--- src/rtl/dsi_vtg_pkg.sv ---
package dsi_vtg_pkg;
  localparam logic [1:0] V_SYNC  = 2'd0;
  localparam logic [1:0] V_BACK  = 2'd1;
  localparam logic [1:0] V_ACT   = 2'd2;
  localparam logic [1:0] V_FRONT = 2'd3;
  localparam logic [1:0] H_SYNC  = 2'd0;
  localparam logic [1:0] H_BACK  = 2'd1;
  localparam logic [1:0] H_ACT   = 2'd2;
  localparam logic [1:0] H_FRONT = 2'd3;
  localparam logic [1:0] MODE_BURST_PULSES = 2'd2;

  // lowest non-empty region at or after 'from'
  function automatic logic region_found(input logic [3:0] nz, input logic [2:0] from);
    logic r;
    r = 1'b0;
    for (int i = 0; i < 4; i++) if (nz[i] && 3'(i) >= from) r = 1'b1;
    return r;
  endfunction

  function automatic logic [1:0] region_pick(input logic [3:0] nz, input logic [2:0] from);
    logic [1:0] r;
    r = 2'd0;
    for (int i = 3; i >= 0; i--) if (nz[i] && 3'(i) >= from) r = 2'(i);
    return r;
  endfunction
endpackage

--- src/rtl/dsi_vtg_cfg.sv ---
module dsi_vtg_cfg
  import dsi_vtg_pkg::*;
#(
  parameter int H_W = 12,
  parameter int V_W = 12,
  parameter int P_W = 14,
  parameter int ACT_MAX = 2047
) (
  input  logic [1:0]     mode,
  input  logic [H_W-1:0] hsa,
  input  logic [H_W-1:0] hbp,
  input  logic [H_W-1:0] hact,
  input  logic [H_W-1:0] hline,
  input  logic [V_W-1:0] vsa,
  input  logic [V_W-1:0] vbp,
  input  logic [V_W-1:0] vact,
  input  logic [V_W-1:0] vfp,
  input  logic [P_W-1:0] pixels,
  output logic           ok
);
  localparam int SW = H_W + 2;
  logic [SW-1:0] busy_sum;
  logic lines_any;

  assign busy_sum  = SW'(hsa) + SW'(hbp) + SW'(hact);
  assign lines_any = (vsa != '0) || (vbp != '0) || (vact != '0) || (vfp != '0);
  assign ok = (mode == MODE_BURST_PULSES) &&
              (32'(vact) <= ACT_MAX) && (32'(pixels) <= ACT_MAX) &&
              (hact != '0) && (busy_sum < SW'(hline)) && lines_any;
endmodule

--- src/rtl/dsi_vtg_hline.sv ---
module dsi_vtg_hline
  import dsi_vtg_pkg::*;
#(
  parameter int H_W = 12
) (
  input  logic           clk,
  input  logic           rst_n,
  input  logic           run,
  input  logic           in_act,
  input  logic [H_W-1:0] hsa,
  input  logic [H_W-1:0] hbp,
  input  logic [H_W-1:0] hact,
  input  logic [H_W-1:0] hline,
  output logic [1:0]     hreg,
  output logic           line_end,
  output logic           hs_start,
  output logic           hs_end,
  output logic           pkt_fire
);
  localparam int SW = H_W + 2;
  logic [H_W-1:0] hcnt;
  logic [SW-1:0]  b_sync, b_back, b_act, pos;

  assign pos    = SW'(hcnt);
  assign b_sync = SW'(hsa);
  assign b_back = b_sync + SW'(hbp);
  assign b_act  = b_back + SW'(hact);

  assign line_end = run && (hcnt == hline - H_W'(1));
  assign hs_start = run && (hcnt == '0);
  assign hs_end   = run && (hcnt == hsa);
  assign pkt_fire = run && in_act && (pos == b_back);

  always_comb begin
    if (pos < b_sync)                hreg = H_SYNC;
    else if (pos < b_back)           hreg = H_BACK;
    else if (in_act && pos < b_act)  hreg = H_ACT;
    else                             hreg = H_FRONT;
  end

  always_ff @(posedge clk or negedge rst_n) begin
    if (!rst_n)        hcnt <= '0;
    else if (!run)     hcnt <= '0;
    else if (line_end) hcnt <= '0;
    else               hcnt <= hcnt + H_W'(1);
  end


  hcnt_range_chk: assert property (@(posedge clk) disable iff (!rst_n)
    run |-> (hcnt < hline));
endmodule

--- src/rtl/dsi_vtg_vframe.sv ---
module dsi_vtg_vframe
  import dsi_vtg_pkg::*;
#(
  parameter int V_W = 12
) (
  input  logic           clk,
  input  logic           rst_n,
  input  logic           run,
  input  logic           load,
  input  logic [1:0]     load_reg,
  input  logic           line_end,
  input  logic [V_W-1:0] vsa,
  input  logic [V_W-1:0] vbp,
  input  logic [V_W-1:0] vact,
  input  logic [V_W-1:0] vfp,
  output logic [1:0]     vreg,
  output logic           frame_end,
  output logic           last_act,
  output logic           at_top,
  output logic           left_sync
);
  logic [V_W-1:0] vcnt, len;
  logic [3:0]     nz;
  logic [2:0]     after;
  logic           nxt_ok, last_in_reg;
  logic [1:0]     nxt;

  assign nz = {vfp != '0, vact != '0, vbp != '0, vsa != '0};
  assign after = {1'b0, vreg} + 3'd1;
  assign nxt_ok = region_found(nz, after);
  assign nxt    = region_pick(nz, after);

  always_comb begin
    case (vreg)
      V_SYNC:  len = vsa;
      V_BACK:  len = vbp;
      V_ACT:   len = vact;
      default: len = vfp;
    endcase
  end

  assign last_in_reg = (vcnt == len - V_W'(1));
  assign frame_end   = run && line_end && last_in_reg && !nxt_ok;
  assign last_act    = (vreg == V_ACT) && last_in_reg;

  always_ff @(posedge clk or negedge rst_n) begin
    if (!rst_n) begin
      vreg <= V_SYNC; vcnt <= '0; at_top <= 1'b0; left_sync <= 1'b0;
    end else if (load) begin
      vreg <= load_reg; vcnt <= '0; at_top <= 1'b1; left_sync <= 1'b0;
    end else if (run && line_end) begin
      at_top <= 1'b0;
      if (last_in_reg) begin
        vcnt <= '0;
        if (nxt_ok) vreg <= nxt;
        left_sync <= (vreg == V_SYNC) && nxt_ok;
      end else begin
        vcnt <= vcnt + V_W'(1);
        left_sync <= 1'b0;
      end
    end
  end


  vcnt_range_chk: assert property (@(posedge clk) disable iff (!rst_n)
    run |-> (vcnt < len));
endmodule

--- src/rtl/dsi_vid_timing.sv ---
module dsi_vid_timing
  import dsi_vtg_pkg::*;
#(
  parameter int H_W = 12,
  parameter int V_W = 12,
  parameter int P_W = 14,
  parameter int ACT_MAX = 2047
) (
  input  logic           clk,
  input  logic           rst_n,
  input  logic           enable,
  input  logic [1:0]     cfg_mode,
  input  logic [H_W-1:0] cfg_hsa,
  input  logic [H_W-1:0] cfg_hbp,
  input  logic [H_W-1:0] cfg_hact,
  input  logic [H_W-1:0] cfg_hline,
  input  logic [V_W-1:0] cfg_vsa,
  input  logic [V_W-1:0] cfg_vbp,
  input  logic [V_W-1:0] cfg_vact,
  input  logic [V_W-1:0] cfg_vfp,
  input  logic [P_W-1:0] cfg_pixels,
  input  logic [5:0]     cfg_lp_mask,
  input  logic           cfg_bta_ack,
  output logic           active,
  output logic           cfg_err,
  output logic [1:0]     vregion,
  output logic [1:0]     hregion,
  output logic           line_start,
  output logic           sync_end,
  output logic           frame_start,
  output logic           vsync_end,
  output logic           pkt_valid,
  output logic [P_W-1:0] pkt_size,
  output logic           lp_allowed,
  output logic           bta_req
);
  logic running, cfg_ok, load, frame_end, line_end, last_act, at_top, left_sync;
  logic hs_start, hs_end, pkt_fire, lp_raw;
  logic [1:0] vreg, hreg, first_reg;
  logic [H_W-1:0] sh_hsa, sh_hbp, sh_hact, sh_hline;
  logic [V_W-1:0] sh_vsa, sh_vbp, sh_vact, sh_vfp;
  logic [P_W-1:0] sh_pix;
  logic [5:0]     sh_mask;
  logic           sh_bta;

  dsi_vtg_cfg #(.H_W(H_W), .V_W(V_W), .P_W(P_W), .ACT_MAX(ACT_MAX)) u_cfg (
    .mode(cfg_mode), .hsa(cfg_hsa), .hbp(cfg_hbp), .hact(cfg_hact), .hline(cfg_hline),
    .vsa(cfg_vsa), .vbp(cfg_vbp), .vact(cfg_vact), .vfp(cfg_vfp), .pixels(cfg_pixels),
    .ok(cfg_ok));

  assign load = enable && cfg_ok && (!running || frame_end);
  assign first_reg = region_pick({cfg_vfp != '0, cfg_vact != '0, cfg_vbp != '0, cfg_vsa != '0}, 3'd0);

  always_ff @(posedge clk or negedge rst_n) begin
    if (!rst_n) begin
      running <= 1'b0;
      sh_hsa <= '0; sh_hbp <= '0; sh_hact <= '0; sh_hline <= '0;
      sh_vsa <= '0; sh_vbp <= '0; sh_vact <= '0; sh_vfp <= '0;
      sh_pix <= '0; sh_mask <= '0; sh_bta <= 1'b0;
    end else begin
      if (!enable)                     running <= 1'b0;
      else if (!running || frame_end)  running <= cfg_ok;
      if (load) begin
        sh_hsa <= cfg_hsa; sh_hbp <= cfg_hbp; sh_hact <= cfg_hact; sh_hline <= cfg_hline;
        sh_vsa <= cfg_vsa; sh_vbp <= cfg_vbp; sh_vact <= cfg_vact; sh_vfp <= cfg_vfp;
        sh_pix <= cfg_pixels; sh_mask <= cfg_lp_mask; sh_bta <= cfg_bta_ack;
      end
    end
  end

  dsi_vtg_vframe #(.V_W(V_W)) u_vframe (
    .clk(clk), .rst_n(rst_n), .run(running), .load(load), .load_reg(first_reg),
    .line_end(line_end), .vsa(sh_vsa), .vbp(sh_vbp), .vact(sh_vact), .vfp(sh_vfp),
    .vreg(vreg), .frame_end(frame_end), .last_act(last_act), .at_top(at_top),
    .left_sync(left_sync));

  dsi_vtg_hline #(.H_W(H_W)) u_hline (
    .clk(clk), .rst_n(rst_n), .run(running), .in_act(vreg == V_ACT),
    .hsa(sh_hsa), .hbp(sh_hbp), .hact(sh_hact), .hline(sh_hline),
    .hreg(hreg), .line_end(line_end), .hs_start(hs_start), .hs_end(hs_end),
    .pkt_fire(pkt_fire));

  always_comb begin
    lp_raw = 1'b0;
    if (hreg != H_SYNC) begin
      case (vreg)
        V_SYNC:  lp_raw = sh_mask[0];
        V_BACK:  lp_raw = sh_mask[1];
        V_FRONT: lp_raw = sh_mask[2];
        default: begin
          if (hreg == H_BACK)       lp_raw = sh_mask[3];
          else if (hreg == H_FRONT) lp_raw = last_act ? sh_mask[5] : sh_mask[4];
        end
      endcase
    end
  end

  assign active      = running;
  assign cfg_err     = !cfg_ok;
  assign vregion     = running ? vreg : 2'd0;
  assign hregion     = running ? hreg : 2'd0;
  assign line_start  = hs_start;
  assign sync_end    = hs_end;
  assign frame_start = hs_start && at_top;
  assign vsync_end   = hs_start && left_sync;
  assign pkt_valid   = pkt_fire;
  assign pkt_size    = sh_pix;
  assign lp_allowed  = running && lp_raw;
  assign bta_req     = frame_end && sh_bta;


  pkt_line_chk: assert property (@(posedge clk) disable iff (!rst_n)
    pkt_valid |-> (vregion == V_ACT));

  lp_sync_chk: assert property (@(posedge clk) disable iff (!rst_n)
    lp_allowed |-> (hregion != H_SYNC));

  reject_idle_chk: assert property (@(posedge clk) disable iff (!rst_n)
    (!active && cfg_err) |=> !active);

  shadow_hold_chk: assert property (@(posedge clk) disable iff (!rst_n)
    (active && $past(active) && !frame_start) |-> ($stable(sh_hline) && $stable(sh_vact)));

  disable_idle_chk: assert property (@(posedge clk) disable iff (!rst_n)
    !enable |=> !active);

  bta_wrap_chk: assert property (@(posedge clk) disable iff (!rst_n)
    bta_req |=> (frame_start || !active));
endmodule

--- config.mk ---
export PLATFORM = sky130hd
export DESIGN_NAME = dsi_vid_timing
export DESIGN_NICKNAME = d
export VERILOG_FILES = /design/src/rtl/dsi_vtg_pkg.sv /design/src/rtl/dsi_vtg_cfg.sv /design/src/rtl/dsi_vtg_hline.sv /design/src/rtl/dsi_vtg_vframe.sv /design/src/rtl/dsi_vid_timing.sv
export SDC_FILE = /design/constraint.sdc
export NUM_CORES = 1
export LEC_CHECK = 0
export CORE_UTILIZATION = 45
export DETAILED_ROUTE_END_ITERATION = 10
export DONT_BUFFER_PORTS = 1
export GPL_TIMING_DRIVEN = 1
export SLEW_MARGIN = 20
export SYNTH_ARGS = -nofsm -noshare
export SYNTH_HDL_FRONTEND = slang
export SYNTH_SLANG_ARGS = --single-unit
--- constraint.sdc ---
create_clock -name clk -period 6.7 [get_ports clk]
set_input_delay 0.335 -clock clk [delete_from_list [all_inputs] [get_ports clk]]
set_output_delay 0.335 -clock clk [all_outputs]
set_load 0.01 [all_outputs]
Word-level counts from Yosys, hierarchy flattened
Cells that the tools add are included.

Flip-flop bits (word level): 146. Bits of input ports: 122. Output and inout bits: 27. Logic and storage cells: 135.

Add/subtract/negate cells: 9. Magnitude comparators: 10. Eq/ne operators: 11. Multiplexer cells: 39. Reductions and logical operators: 49.

Operators by type and width (count): nonzero test 12 bit (9); 2-to-1 mux 12 bit (5); equality test 12 bit (3); case mux 12 bit (3 select lines) (1); 2-to-1 mux 2 bit (16); adder 14 x 12 -> 14 bit (2); < comparator 12 x 14 -> 1 bit (2); adder 12 x 12 -> 13 bit (2); logical AND 1 bit (26); adder 12 x 1 -> 12 bit (second input constant) (2); subtractor 12 x 1 -> 12 bit (second input constant) (2); 2-to-1 mux 1 bit (16); equality test 12 x 14 -> 1 bit (1); less-or-equal comparator 14 x 11 -> 1 bit (second input constant) (1); < comparator 14 x 12 -> 1 bit (1); less-or-equal comparator 12 x 11 -> 1 bit (second input constant) (1); logical NOT 12 bit (1); < comparator 12 bit (1); equality test 2 bit (second input constant) (4); nonzero test 2 bit (4); greater-or-equal comparator 1 x 3 -> 1 bit (first input constant) (2); greater-or-equal comparator 2 x 3 -> 1 bit (first input constant) (2); equality test 2 x 1 -> 1 bit (second input constant) (2); logical OR 1 bit (4); 6 further kinds (8).

Longest topological paths before layout
Depth after elaboration: 13. Gate-level depth with buffers: 29. Mapped depth without buffers: 26.

By module
From an unflattened synthesis, not the netlist that was laid out.

Cells, all modules: 979. Area total of the unflattened synthesis: 10570.1 µm².

Modules (own cells, without submodules): dsi_vid_timing (instances 1, cells an instance 288, area an instance 4675.7 µm², seq. area each 2952.8 µm²); dsi_vtg_hline (instances 1, cells an instance 362, area an instance 2976.6 µm², seq. area each 300.3 µm²); dsi_vtg_vframe (instances 1, cells an instance 181, area an instance 1720.4 µm², seq. area each 400.4 µm²); dsi_vtg_cfg (instances 1, cells an instance 148, area an instance 1197.4 µm², seq. area each 0.0 µm²).

Worst setup path after synthesis
OpenSTA, ideal clock, no wires.

Path kind: input to register. Start: input cfg_hsa[1]. End: register u_vframe.vcnt[6]. Library setup time: 0.078 ns. Arrival: 5.062 ns. Required time: 6.622 ns. Path slack: 1.560 ns. Stages: 28. Path buffers: 2. Cells stage by stage: ha_1 -> a21o_1 -> a21oi_1 -> o21bai_1 -> a21oi_1 -> o21bai_1 -> a21oi_1 -> o21ai_0 -> nor2_1 -> xnor2_1 -> ha_1 -> a41oi_1 -> o21ai_0 -> a41o_1 -> a21oi_1 -> xnor2_1 -> ha_1 -> nand2_1 -> nor2_1 -> a21oi_1 -> o211ai_1 -> a221oi_1 -> nand4bb_1 -> clkbuf_1 -> and2_1 -> clkbuf_1 -> or4_1 -> a21oi_1.

Word-level cells in the longest chain between the ends: 8. Elaborated cells on any way between the ends: 9. Classes of those cells: 2 x add/sub; 1 x order compare; 1 x mux; 5 x reduce/logical.

Ends and longest elaborated chain: start, declared (line dsi_vid_timing.sv:13) `input logic [H_W-1:0] cfg_hsa,`; adder 12 x 12 -> 13 bit * (line dsi_vtg_cfg.sv:25) `assign busy_sum = SW'(hsa) + SW'(hbp) + SW'(hact);`; adder 14 x 12 -> 14 bit * (line dsi_vtg_cfg.sv:25); < comparator 14 x 12 -> 1 bit * (line dsi_vtg_cfg.sv:29) `(hact != '0) && (busy_sum < SW'(hline)) && lines_any;`; logical AND 1 bit * (2 in series) (line dsi_vtg_cfg.sv:29); logical AND 1 bit * (2 in series) (line dsi_vid_timing.sv:51) `assign load = enable && cfg_ok && (!running || frame_end);`; 2-to-1 mux 12 bit / nonzero test 2 bit (equally long branches); end signal, assigned (line dsi_vtg_vframe.sv:58) `vcnt <= vcnt + V_W'(1);`; end, declared (line dsi_vtg_vframe.sv:22) `logic [V_W-1:0] vcnt, len;`.

Mark *: on every way between the ends. The rest lies on a longest branch, timed or not. A chain may end at the register's enable or synchronous reset.

Final worst setup path
Start: register sh_hsa[0]. End: output lp_allowed.

Word-level cells in the longest chain between the ends: 13. Elaborated cells on any way between the ends: 17. Classes of those cells: 2 x add/sub; 3 x order compare; 2 x eq/ne; 7 x mux; 3 x reduce/logical.

Ends and longest elaborated chain: start, declared (line dsi_vid_timing.sv:40) `logic [H_W-1:0] sh_hsa, sh_hbp, sh_hact, sh_hline;`; start signal, assigned (line dsi_vid_timing.sv:64) `sh_hsa <= cfg_hsa; sh_hbp <= cfg_hbp; sh_hact <= cfg_hact; sh_hline <= cfg_hline;`; adder 12 x 12 -> 13 bit (line dsi_vtg_hline.sv:26) `assign b_back = b_sync + SW'(hbp);`; adder 14 x 12 -> 14 bit (line dsi_vtg_hline.sv:27) `assign b_act = b_back + SW'(hact);`; < comparator 12 x 14 -> 1 bit (line dsi_vtg_hline.sv:37) `else if (in_act && pos < b_act) hreg = H_ACT;`; logical AND 1 bit (line dsi_vtg_hline.sv:37); 2-to-1 mux 1 bit (line dsi_vtg_hline.sv:37); 2-to-1 mux 2 bit (line dsi_vtg_hline.sv:36) `else if (pos < b_back) hreg = H_BACK;`; 2-to-1 mux 2 bit * (line dsi_vtg_hline.sv:35) `if (pos < b_sync) hreg = H_SYNC;`; equality test 2 bit (line dsi_vid_timing.sv:92) `else if (hreg == H_FRONT) lp_raw = last_act ? sh_mask[5] : sh_mask[4];`; 2-to-1 mux 1 bit (line dsi_vid_timing.sv:92); 2-to-1 mux 1 bit (line dsi_vid_timing.sv:91) `if (hreg == H_BACK) lp_raw = sh_mask[3];`; case mux 1 bit (3 select lines) (line dsi_vid_timing.sv:86) `case (vreg)`; 2-to-1 mux 1 bit * (line dsi_vid_timing.sv:85) `if (hreg != H_SYNC) begin`; logical AND 1 bit * (line dsi_vid_timing.sv:108) `assign lp_allowed = running && lp_raw;`; end, declared (line dsi_vid_timing.sv:34) `output logic lp_allowed,`.

Marks and branches as above.

==> results.json <==
{
  "hpwlAfterDp_mm": 20.28,
  "drive_gt1_share_pct": 12.44,
  "postLayoutCoreUtil_pct": 49.68,
  "yosys-top-cells-area": "dfrtp_1 (35%), ha_1 (12%), mux2_2 (6.2%), mux2_1 (4.7%), xnor2_1 (4.5%)",
  "die_x_um": 153.8,
  "drc": 0,
  "finalPower_mw": 3.759,
  "grt_antenna_before_repair": 2,
  "root_buffer": "clkbuf_16",
  "drt_iter0_drc": 446,
  "crit_fanout": 3,
  "whs_ns": 0.01559,
  "crit_end": "lp_allowed",
  "ys_types": 73,
  "drv_slew": 0,
  "clk_latency_ns": 0.44,
  "p_comb_share_pct": 44.5,
  "port_buffers": 0,
  "synth.most_common_cell": "dfrtp_1",
  "max_freq_mhz": 164.9,
  "p_int_mw": 2.305,
  "die_h_um": 153.8,
  "p_sw_mw": 1.454,
  "syn_avg_cell_area_um2": 10.17,
  "rsz0062_at_grt": "no",
  "pwr-share-seq_pct": 29.4,
  "finalHoldViolations": 0,
  "p_clk_share_pct": 26.2,
  "initial_core_util_pct": 45.82,
  "num_io_pins": 149,
  "gp_congestion": 0.8423,
  "cp-start-kind": "register",
  "track_usage_pct": 22.83,
  "period_share_pct": 90.52,
  "drt_wl_total_mm": 26.22,
  "hold_depth": 1,
  "drt-pass1-iter-count": 5,
  "antenna_left": 0,
  "power_per_cell_area_nw_per_um2": 334.2,
  "rows": 55,
  "ir_drop_v": 0.0001931,
  "syn_nets": 1247,
  "outcome": "finished, final reports clean",
  "place_ws_ns": 0.9439,
  "max-slew-margin-rel_pct": 42.50,
  "rr_startpoint": "u_vframe.vreg[0]",
  "yosys_register_bits": 146,
  "fin_crit_ns": 6.065,
  "place_inst": 1280,
  "setup_viol_count_final": 0,
  "final_cell_count_no_fill": 1316,
  "grt_pass1_wl_mm": 41.27,
  "cts.clk_slew.worst_paths_ns": 0.06,
  "setup_tns_ns": 0,
  "syn_inst": 1020,
  "vias": 7546,
  "maxCapViolCount": 0,
  "core_area_um2": 22640,
  "hold_path_class": "in -> reg",
  "worst_pin_slew_ns": 0.8626,
  "syn2layout_area_growth_pct": 8.431,
  "layout_setup_ws_ns": 0.6352,
  "avgRoutedWirePerCell_um": 19.92,
  "crit_type": "reg -> out",
  "synth_top_area_share_pct": 35.22,
  "grt_max_degree": 147,
  "die_area_um2": 23660,
  "h-tree-depth": 4,
  "clock-sinks": 146,
  "multi_input_area_um2": 6248,
  "syn_area_um2": 10370,
  "r2r_setup_slack_ns": 2.20,
  "synth_edf_count": 0,
  "p_leak_nw": 5.491,
  "numCtsBuffers": 17,
  "cp-startpoint": "sh_hsa[0]",
  "yosysSeqAreaShare_pct": 35.22,
  "cts_tree": "done",
  "placed_area_um2": 10610,
  "crit_arrival_ns": 5.73,
  "synth_top_cell_by_area": "dfrtp_1",
  "grt_pass1_vias": 7390,
  "finalInstanceArea_um2": 11250,
  "sw_frac_of_total_pct": 38.67,
  "avgViaCountPerCell": 5.734,
  "end_kind": "output port",
  "cp.required_ns": 6.36,
  "ys_async_sr_fraction_pct": 100.0,
  "yosysWarnings": 0,
  "synthTopCellsByCount": "dfrtp_1 (146), ha_1 (101), inv_1 (78), nor2_1 (59), mux2_2 (57)",
  "fill_cells": 2090,
  "synthFlopType": "dfrtp_1",
  "final_nets": 1243,
  "overflow": 0,
  "worstReg2RegEnd": "u_vframe.vreg[1]",
  "reg2reg_depth": 12,
  "regArea_um2": 3654,
  "finalClockSkew_ns": 0.01211,
  "clockBufferDepth": 2
}
per-layer routing:
metal	vias to the layer above	share of wire, %	global-route usage, %
met5	-	0	0
met1	3644	48	32.06
li1	3694	-	-
met3	30	6.2	5.383
met2	178	44	34.31
met4	0	2.0	8.095
kinds of logic (layout without fill, tap and decap cells):
group	after synthesis	in the layout	synth area share [%]
other cells	0	2	0
fa+ha+maj	105	105	12.95
mux	116	116	13.97
buf+inv	109	118	4.595
flops	146	146	35.22
compound gates	194	194	12.66
xor+xnor	80	80	6.754
simple gates	270	270	13.85
sequential cells by signal, summed over array words and instances, names as in the netlist:
signal and cells:
sh_bta 1, pkt_size 14, sh_hline 12, u_vframe.left_sync 1, sh_vbp 12, sh_vsa 12
u_vframe.vcnt 12, sh_mask 6, u_vframe.vreg 2, sh_vfp 12, sh_hsa 12, sh_vact 12
u_vframe.at_top 1, u_hline.hcnt 12, active 1, sh_hact 12, sh_hbp 12
worst min path at each step:
stage | startpoint | endpoint | slack [ns]
after floorplan | rst_n | active | 0.04
after global placement | rst_n | sh_hline[2] | 0.05
after detailed placement | rst_n | sh_hline[2] | 0.05
after CTS | enable | active | 0.001
after global routing | enable | active | 0.01
final | enable | active | 0.02
timing repair:
item	in CTS	in global routing
hold buffers	2	0
buffers inserted	0	0
gates resized for setup	0	0
hold endpoints to repair	146	0
final cells by class:
type | count | share of cell area (%)
multi-input cells | 765 | 55.55
flip-flops and latches | 146 | 32.48
clock buffers | 18 | 3.904
well taps | 285 | 3.170
inverters | 78 | 2.603
clock inverters | 14 | 1.402
repair buffers | 8 | 0.8454
diodes | 2 | 0.04449
power by group through the flow:
stage          Combinational [mW]  Clock [mW]  Sequential, mW
2_1_floorplan                1.33           0            1.07
3_3_place_gp                 1.61           0            1.12
3_5_place_dp                 1.64           0            1.12
4_1_cts                      1.68        1.00            1.10
5_1_grt                      1.90        1.03            1.12
6_report                     1.67       0.983            1.10
worst max-delay path, stage by stage, from the launching register on:
cell,delay (ns)
dfrtp_1,0.39
ha_1,0.18
inv_1,0.05
fa_1,0.42
nor2b_1,0.12
o21ai_0,0.12
a21boi_0,0.26
o21ai_0,0.16
a21oi_1,0.25
a21oi_1,0.12
xnor2_1,0.31
ha_1,0.32
a21oi_1,0.14
o21ai_0,0.15
a21o_1,0.22
a21oi_1,0.17
xor2_1,0.09
ha_1,0.30
nand2_1,0.05
o311ai_0,0.30
o21ai_0,0.21
or3_1,0.37
a311oi_1,0.59
placed cells by master (no fill, tap or decap), drive strengths merged, types with 4 or more instances in the layout:
master	netlist	final
nor4b	5	5
inv	78	88
nand3b	5	5
nand2b	14	14
o31ai	5	5
clkbuf	13	18
nand2	45	45
or3	9	9
nor2	60	60
nor2b	16	16
nor4	28	28
o21ai	46	46
xnor2	53	53
or2	7	7
mux2	100	100
and2	10	10
and3	10	10
fa	4	4
a21oi	45	45
a31oi	7	7
ha	101	101
a21o	29	29
o211ai	6	6
or4	5	5
dfrtp	146	146
buf	18	7
o21bai	6	6
a211oi	5	5
a21boi	6	6
nand3	24	24
xor2	27	27
o21a	4	4
mux4	13	13
nand4	13	13
nor3	13	13
Power figures use the tool's default switching activity.
